### src/rtl/div_pkg.sv
package div_pkg;
   typedef enum logic [1:0] {
      PH_LOAD = 2'd0,
      PH_ITER = 2'd1,
      PH_SIGN = 2'd2,
      PH_FLAG = 2'd3
   } div_phase_e;

   typedef struct packed {
      logic wide;
      logic sgn;
      logic frac;
   } div_mode_t;
endpackage

### src/rtl/div_step_seq.sv
module div_step_seq
   import div_pkg::*;
#(
   parameter int W = 16
) (
   input  logic       clk,
   input  logic       rst_n,
   input  logic       step_en,
   output div_phase_e phase,
   output logic       busy
);
   localparam int STEPS = W + 3;
   localparam int CW    = $clog2(STEPS);

   logic [CW-1:0] cnt_q;

   always_ff @(posedge clk or negedge rst_n) begin
      if (!rst_n)
         cnt_q <= '0;
      else if (step_en)
         cnt_q <= (cnt_q == CW'(STEPS - 1)) ? '0 : cnt_q + 1'b1;
   end

   always_comb begin
      if (cnt_q == '0)
         phase = PH_LOAD;
      else if (cnt_q <= CW'(W))
         phase = PH_ITER;
      else if (cnt_q == CW'(W + 1))
         phase = PH_SIGN;
      else
         phase = PH_FLAG;
   end

   assign busy = (cnt_q != '0);


   step_range_chk: assert property (@(posedge clk) disable iff (!rst_n)
      cnt_q <= CW'(STEPS - 1));


   paused_count_chk: assert property (@(posedge clk) disable iff (!rst_n)
      !step_en |=> $stable(cnt_q));
endmodule

### src/rtl/div_operand_prep.sv
module div_operand_prep
   import div_pkg::*;
#(
   parameter int W = 16
) (
   input  div_mode_t          mode,
   input  logic [2*W-1:0]     dividend,
   input  logic [W-1:0]       divisor,
   output logic [2*W-1:0]     num_mag,
   output logic [W-1:0]       den_mag,
   output logic               q_neg,
   output logic               r_neg,
   output logic               sgn_eff,
   output logic               den_zero,
   output logic               pre_ovf
);
   localparam int NW = 2 * W;

   logic           a_neg, d_neg, use_wide;
   logic [W-1:0]   lo_mag;
   logic [NW-1:0]  wide_mag;

   always_comb begin
      sgn_eff  = mode.sgn | mode.frac;
      use_wide = mode.wide & ~mode.frac;
      a_neg    = sgn_eff & (use_wide ? dividend[NW-1] : dividend[W-1]);
      d_neg    = sgn_eff & divisor[W-1];
      lo_mag   = a_neg ? -dividend[W-1:0] : dividend[W-1:0];
      wide_mag = a_neg ? -dividend : dividend;
      den_mag  = d_neg ? -divisor : divisor;
      if (mode.frac)
         num_mag = {1'b0, lo_mag, {(W-1){1'b0}}};
      else if (use_wide)
         num_mag = wide_mag;
      else
         num_mag = {{W{1'b0}}, lo_mag};
      q_neg    = a_neg ^ d_neg;
      r_neg    = a_neg;
      den_zero = (den_mag == '0);
      pre_ovf  = (num_mag[NW-1:W] >= den_mag);
   end
endmodule

### src/rtl/div_restore_step.sv
module div_restore_step #(
   parameter int W = 16
) (
   input  logic [W-1:0] rem_i,
   input  logic         in_bit,
   input  logic [W-1:0] den,
   output logic [W-1:0] rem_o,
   output logic         q_bit
);
   logic [W:0] trial;

   always_comb begin
      trial = {rem_i, in_bit};
      q_bit = (trial >= {1'b0, den});
      rem_o = q_bit ? W'(trial - {1'b0, den}) : trial[W-1:0];
   end
endmodule

### src/rtl/iter_divider.sv
module iter_divider
   import div_pkg::*;
#(
   parameter int W = 16
) (
   input  logic           clk,
   input  logic           rst_n,
   input  logic           step_en,
   input  logic           long_mode,
   input  logic           signed_mode,
   input  logic           frac_mode,
   input  logic [2*W-1:0] dividend,
   input  logic [W-1:0]   divisor,
   output logic           busy,
   output logic           done,
   output logic [W-1:0]   quotient,
   output logic [W-1:0]   remainder,
   output logic           div_zero,
   output logic           overflow
);
   localparam int            NW   = 2 * W;
   localparam logic [W-1:0]  HALF = W'(1) << (W - 1);

   if (W < 4) begin : g_bad_width
      $error("iter_divider: W must be at least 4");
   end

   div_phase_e     phase;
   div_mode_t      mode;
   logic [NW-1:0]  p_num;
   logic [W-1:0]   p_den;
   logic           p_qneg, p_rneg, p_sgn, p_dz, p_povf;

   logic [W-1:0]   rem_q, low_q, den_q, rem_nx;
   logic           qneg_q, rneg_q, sgn_q, dz_q, povf_q, qbit;

   assign mode = '{wide: long_mode, sgn: signed_mode, frac: frac_mode};

   div_step_seq #(.W(W)) u_seq (
      .clk(clk), .rst_n(rst_n), .step_en(step_en),
      .phase(phase), .busy(busy)
   );

   div_operand_prep #(.W(W)) u_prep (
      .mode(mode), .dividend(dividend), .divisor(divisor),
      .num_mag(p_num), .den_mag(p_den), .q_neg(p_qneg), .r_neg(p_rneg),
      .sgn_eff(p_sgn), .den_zero(p_dz), .pre_ovf(p_povf)
   );

   div_restore_step #(.W(W)) u_step (
      .rem_i(rem_q), .in_bit(low_q[W-1]), .den(den_q),
      .rem_o(rem_nx), .q_bit(qbit)
   );

   always_ff @(posedge clk or negedge rst_n) begin
      if (!rst_n) begin
         rem_q <= '0;  low_q <= '0;  den_q <= '0;
         qneg_q <= 1'b0; rneg_q <= 1'b0; sgn_q <= 1'b0;
         dz_q <= 1'b0; povf_q <= 1'b0;
         quotient <= '0; remainder <= '0;
         div_zero <= 1'b0; overflow <= 1'b0; done <= 1'b0;
      end else begin
         done <= 1'b0;
         if (step_en) begin
            unique case (phase)
               PH_LOAD: begin
                  rem_q  <= p_num[NW-1:W];
                  low_q  <= p_num[W-1:0];
                  den_q  <= p_den;
                  qneg_q <= p_qneg;
                  rneg_q <= p_rneg;
                  sgn_q  <= p_sgn;
                  dz_q   <= p_dz;
                  povf_q <= p_povf;
               end
               PH_ITER: begin
                  rem_q <= rem_nx;
                  low_q <= {low_q[W-2:0], qbit};
               end
               PH_SIGN: begin
                  quotient  <= qneg_q ? -low_q : low_q;
                  remainder <= rneg_q ? -rem_q : rem_q;
               end
               PH_FLAG: begin
                  div_zero <= dz_q;
                  overflow <= !dz_q && (povf_q ||
                              (sgn_q && (qneg_q ? (low_q > HALF) : (low_q >= HALF))));
                  done     <= 1'b1;
               end
               default: ;
            endcase
         end
      end
   end


   done_after_step_chk: assert property (@(posedge clk) disable iff (!rst_n)
      done |-> $past(step_en));


   done_idle_chk: assert property (@(posedge clk) disable iff (!rst_n)
      done |-> !busy);


   hold_results_chk: assert property (@(posedge clk) disable iff (!rst_n)
      !step_en |=> ($stable(quotient) && $stable(remainder) && $stable(div_zero)
                    && $stable(overflow) && !done));


   flag_excl_chk: assert property (@(posedge clk) disable iff (!rst_n)
      !(div_zero && overflow));
endmodule

### config.mk
export PLATFORM = sky130hd
export DESIGN_NAME = iter_divider
export DESIGN_NICKNAME = d
export VERILOG_FILES = /design/src/rtl/div_pkg.sv /design/src/rtl/div_step_seq.sv /design/src/rtl/div_operand_prep.sv /design/src/rtl/div_restore_step.sv /design/src/rtl/iter_divider.sv
export SDC_FILE = /design/constraint.sdc
export NUM_CORES = 1
export LEC_CHECK = 0
export BUFFER_PORTS_ARGS = -buffer_cell sky130_fd_sc_hd__buf_2
export CORE_MARGIN = 5
export CORE_UTILIZATION = 55
export DETAILED_ROUTE_END_ITERATION = 7
export GPL_ROUTABILITY_DRIVEN = 0
export PLACE_DENSITY = 0.74
export SYNTH_ARGS = -nofsm -noshare
export SYNTH_HDL_FRONTEND = slang
export SYNTH_SLANG_ARGS = --single-unit
### constraint.sdc
create_clock -name clk -period 7.93 [get_ports clk]
set_input_delay 1.586 -clock clk [delete_from_list [all_inputs] [get_ports clk]]
set_output_delay 1.586 -clock clk [all_outputs]
set_load 0.01 [all_outputs]
### After elaboration in Yosys (flattened, before gate mapping)

Cells that the tools add are included.
Widths: inputs -> output; s select.

* bits in registers: 93
* input bits: 54
* output and inout port bits: 36
* word-level logic and storage cells: 68

* add/subtract/negate cells: 7
* magnitude comparators: 5
* equality and inequality tests: 5
* mux-type cells: 18
* bitwise logic cells: 6
* reduce and logical (&&, ||, !) cells: 13

Operator list (count)
* $mux 32: 3
* $mux 16: 5
* $neg 16->16: 4
* $pmux 16 s2: 2
* $neg 32->32: 1
* $ge 17x16->1: 1
* $ge 16x16->1: 1
* $ge 16x16->1 const B: 1
* $gt 16x16->1 const B: 1
* $logic_not 16->1: 1
* $sub 16x16->16: 1
* $eq 5x5->1 const B: 2
* $reduce_and 2->1: 4
* $add 5x1->5 const B: 1
* $le 5x5->1 const B: 1
* $logic_not 5->1: 1
* $mux 1: 5
* $mux 5: 1
* $reduce_bool 5->1: 1
* $eq 2x2->1 const B: 2
* $mux 2: 2
* $and 1x1->1: 3
* $eq 2x1->1 const B: 1
* $logic_and 1x1->1: 2
* 7 further kinds: 7

### Logic depth before layout (Yosys ltp)

* word-level depth: 8
* depth in mapped cells: 16
* gate-level depth less buffers: 16

### Modules after synthesis

A second synthesis with hierarchy kept.

* cells, all modules: 878
* area, all modules: 7573.5 µm²

By module, submodules not included
* iter_divider: times used 1, cells each 385, area each 4097.7 µm², seq. area each 2202.1 µm²
* div_operand_prep: times used 1, cells each 302, area each 1923.1 µm², seq. area each 0.0 µm²
* div_restore_step: times used 1, cells each 157, area each 1229.9 µm², seq. area each 0.0 µm²
* div_step_seq: times used 1, cells each 34, area each 322.8 µm², seq. area each 125.1 µm²

### Worst setup path before layout

OpenSTA, ideal clock, no wires.

* kind: input port to flip-flop
* start point: input dividend[15]
* end point: register povf_q
* library setup time: 120 ps
* arrival time: 4488 ps
* required time: 7810 ps
* path slack: 3322 ps
* stages: 15
* buffers on the path: 1
* path through: buf_2 or4b_2 nor4_2 a21oi_1 xnor2_1 o22ai_1 inv_1 ha_1 nand2b_1 a21o_1 a21o_1 a21o_1 a211o_1 a21oi_1 nor2_1

* longest elaborated chain between the ends: 6
* elaborated cells on any way between the ends: 9
* those cells by class: 2 x add/sub; 1 x order compare; 5 x mux; 1 x bitwise

RTL lines
* start, declared: line iter_divider.sv:12 `input logic [2*W-1:0] dividend,`
* parallel branches: the longest is 4 deep, another holds $neg 32->32
* $mux 32 (*): line div_operand_prep.sv:31 `if (mode.frac)`
* $ge 16x16->1 (*): line div_operand_prep.sv:40 `pre_ovf = (num_mag[NW-1:W] >= den_mag);`
* end signal, assigned: line iter_divider.sv:74 `povf_q <= p_povf;`
* end, declared: line iter_divider.sv:35 `logic qneg_q, rneg_q, sgn_q, dz_q, povf_q, qbit;`

Every way passes the cells marked *.
A chain may end at the register's enable or synchronous reset.

### Worst setup path after layout

* start point: input frac_mode
* end point: register povf_q

* longest elaborated chain between the ends: 8
* elaborated cells on any way between the ends: 12
* those cells by class: 1 x order compare; 6 x mux; 5 x bitwise

RTL lines
* start, declared: line iter_divider.sv:11 `input logic frac_mode,`
* $not 1->1: line div_operand_prep.sv:25 `use_wide = mode.wide & ~mode.frac;`
* $and 1x1->1: line div_operand_prep.sv:25
* $mux 1: line div_operand_prep.sv:26 `a_neg = sgn_eff & (use_wide ? dividend[NW-1] : dividend[W-1]);`
* $and 1x1->1: line div_operand_prep.sv:26
* $mux 32: line div_operand_prep.sv:29 `wide_mag = a_neg ? -dividend : dividend;`
* $mux 32: line div_operand_prep.sv:33 `else if (use_wide)`
* $mux 32: line div_operand_prep.sv:31
* $ge 16x16->1 (*): line div_operand_prep.sv:40

Mark *: on every way between the ends. The rest lies on a longest branch, timed or not.

==> run_results.csv <==
group,metric,value,unit
setup_path,cp-end-kind,"flip-flop",
clock_network,holdBufCountCts,0,
die,initial_core_util,56.2,%
synthesis,netlist_top_cells_area,"dfrtp_1, o21ai_0, ha_1",
final_layout,multi_input_area,4440,µm²
flow_run,cap_viol_max_count,0,
setup_path,startpoint,"frac_mode",
min_path,hold_class,"flip-flop to flip-flop",
sta,relSlewSlack,28.7,%
setup_path,rr_startpoint,"rem_q[2]$_DFFE_PN0P_",
global_route,grt_max_degree,65,
pwr,p_leak,3.60,nW
setup_path,crit_path_start_kind,"input port",
synthesis,yosys-top-cells-count,"nand2_1, o21ai_0, dfrtp_1, nor2_1, a21oi_1",
global_route,antenna_found_initial,0,
sta,slew_viol_final,0,
die,die_area,15300,µm²
synthesis,ys_ff_latch,93,
synthesis,synth-seq-area-share,32.8,%
synthesis,synth_top_area_share,32.8,%
detailed_routing,vias_per_cell,5.94,
setup_path,critical_path.max_stage_delay,0.82,ns
sta,hold_slack,0.470,ns
final_layout,ff_latch_area,2330,µm²
synthesis,avgSynthCellArea,8.26,µm²
synthesis,synth_edf_count,0,
clock_network,cts_htree_levels,3,
synthesis,yosys.area.top_type,"dfrtp_1",
detailed_routing,dr.pass1.iters,5,
setup_path,crit_chain,"buf_2 > nor2b_1 > nand3_1 > nand2_1 > mux2i_1 > o22ai_1 > inv_1 > ha_1 > nand2b_1 > a21o_1 > a21o_1 > a21o_1 > a211o_1 > a21oi_1 > nor2_1",
detailed_routing,routed_wl,18.6,mm
final_layout,insertedDiodeCount,0,
place,post-dp-hpwl,14.4,mm
detailed_routing,post_drt_wl_per_cell,16.9,µm
synthesis,syn_nets,954,
setup_path,critPathMaxFanout,25,
clock_network,cts_resized,0,
synthesis,netlist_area,7100,µm²
detailed_routing,drtIter0Drc,539,
clock_network,clockBufferDepth,2,
synthesis,synth_warnings,0,
die,core,12600,µm²
run_status,status,"finished clean",
setup_path,crit_top_cell,"a21o_1",
die,die_h,124,µm
sta,period_needed,5.60,ns
pwr,p_per_area,349,nW/µm²
final_layout,nets,1021,
clock_network,cts-buffers-inserted,9,
clock_network,worst_skew_pair.late_latency,0.34,ns
die,row_count,41,
sta,worstMarginPinSlew,1.07,ns
final_layout,drive_above_1_share,14.9,%
setup_path,cp.required,8.16,ns
global_route,gr-total-overflow,0,
detailed_routing,ant_nets,0,
die,num_io_pins,90,
final_layout,syn_to_final_growth,11.7,%
clock_network,path_clk_slew,0.07,ns
clock_network,post_cts_buffers,0,
sta,setup_viol,0,
synthesis,synth_cell_types,73,
detailed_routing,drc_errors,0,
sta,rsz0062_at_grt,"false",
setup_path,worstPathArrival,5.83,ns
pwr,ir_drop,0.144,mV
synthesis,synth_ff_type,"dfrtp_1",
sta,fin_skew,0.00902,ns
sta,post-route-period-util,70.6,%
setup_path,r2r_slack,4.70,ns
clock_network,cts.root.buffer_cell,"clkbuf_16",
setup_path,reg2reg_depth,8,
synthesis,yosys.cell_count.top_type,"nand2_1",
sta,tns,0,ns
clock_network,tritoncts,"done",
sta,finalHoldViolCount,0,
die,chipWidth,124,µm
setup_path,crit_path_end,"povf_q$_DFFE_PN0P_",
final_layout,fillers,1181,
detailed_routing,num_vias,6551,
setup_path,r2r-end,"rem_q[0]$_DFFE_PN0P_",
place,numPortBuffers,89,
synthesis,syn_inst,859,
sta,max_clock_freq,179,MHz
global_route,grt_pass1_wl,30.3,mm
setup_path,critPathKind,"input port to flip-flop",
synthesis,async_flop_share,100,%
global_route,grt_pass1_vias,5868,
setup_path,crit_slowest_cell,"nand3_1",
clock_network,cts_sinks,93,
global_route,grt_use_total,25.0,%
[through the flow]
stage	cells	total power, W	worst slack (ns)	cell area, µm²	util, %
finish	1103	0.00277	2.33	7930	62.8
global route	1103	0.00301	2.07	7930	62.8
CTS	1103	0.00277	2.45	7930	62.8
detailed placement	1087	0.00236	2.08	7650	60.6
global placement	1087	0.00233	2.26	7650	60.6
floorplan	859	0.00198	3.32	7100	-
[power breakdown]
group	total (W)	switching [W]	internal (W)
Clock	0.000403	0.000187	0.000216
Sequential	0.000848	0.000215	0.000633
Combinational	0.00152	0.000846	0.000673
[critical path: cells and delay by family]
kind                     cells  cell delay (ns)
AO/OA/AOI/OAI                6             1.15
adder cells (fa/ha/maj)      1             0.27
buffers and inverters        2             0.26
multiplexers                 1             0.19
AND/OR/NAND/NOR              5             2.35
[routing by layer]
layer | wire (µm) | up-vias | share of wire [%] | global-route usage, %
li1 | - | 3245 | - | -
met1 | 8840 | 3034 | 47 | 38.8
met2 | 8000 | 253 | 43 | 36.4
met3 | 1490 | 19 | 8.0 | 4.00
met4 | 294 | 0 | 1.6 | 6.09
met5 | 0 | - | 0 | 0
[logic make-up (layout without fill, tap and decap cells)]
| family | count (synthesis) | in the layout | share of synthesized area, % |
|---|---|---|---|
| buffers and inverters | 83 | 155 | 4.69 |
| adder cells (fa/ha/maj) | 41 | 41 | 7.33 |
| XOR/XNOR | 78 | 78 | 9.63 |
| multiplexers | 18 | 18 | 2.59 |
| AND/OR/NAND/NOR | 285 | 285 | 19.7 |
| AO/OA/AOI/OAI | 261 | 261 | 23.3 |
| flip-flops | 93 | 93 | 32.8 |
[sequential cells by signal, indices dropped and copies added (netlist names), 5 cells and up]
register and cells:
den_q 16, low_q 16, quotient 16, rem_q 16
remainder 16, u_seq.cnt_q 5
[worst min path at each step]
stage / startpoint / endpoint / slack [ns] / depth (start not counted)
3_3_place_gp: quotient[15]$_DFFE_PN0P_ / quotient[15]$_DFFE_PN0P_ / 0.46 / 2
5_1_grt: den_q[13]$_DFFE_PN0P_ / den_q[13]$_DFFE_PN0P_ / 0.51 / 2
4_1_cts: div_zero$_DFFE_PN0P_ / div_zero$_DFFE_PN0P_ / 0.48 / 2
2_1_floorplan: den_q[10]$_DFFE_PN0P_ / den_q[10]$_DFFE_PN0P_ / 0.45 / 2
6_report: remainder[8]$_DFFE_PN0P_ / remainder[8]$_DFFE_PN0P_ / 0.47 / 2
3_5_place_dp: div_zero$_DFFE_PN0P_ / div_zero$_DFFE_PN0P_ / 0.46 / 2
[area by class of cell]
class                           count  area share [%]
Clock inverter                      6           0.600
Tap cell                          172            2.71
Sequential cell                    93            29.4
Multi-Input combinational cell    683            56.0
Inverter                           41            1.94
Clock buffer                       10            2.89
Timing Repair Buffer               98            6.50
[layout by cell type, fill, tap and decap left out, types with 6 or more instances in the layout]
| master | n |
|---|---|
| a31oi_1 | 8 |
| nor4_1 | 13 |
| or4_1 | 7 |
| dfrtp_1 | 93 |
| nor2b_1 | 10 |
| nand4_1 | 10 |
| o21a_1 | 6 |
| nor3_1 | 20 |
| nand3_1 | 12 |
| or3_1 | 14 |
| ha_1 | 40 |
| and2_1 | 6 |
| buf_4 | 10 |
| buf_2 | 88 |
| o22ai_1 | 11 |
| nand2_1 | 110 |
| a22oi_1 | 13 |
| a21o_1 | 6 |
| xor2_1 | 35 |
| mux2i_1 | 15 |
| o21ai_0 | 100 |
| nor2_1 | 57 |
| a211oi_1 | 6 |
| a21oi_1 | 45 |
| clkbuf_16 | 9 |
| inv_1 | 41 |
| o31ai_1 | 11 |
| xnor2_1 | 43 |
Power figures use the tool's default switching activity.
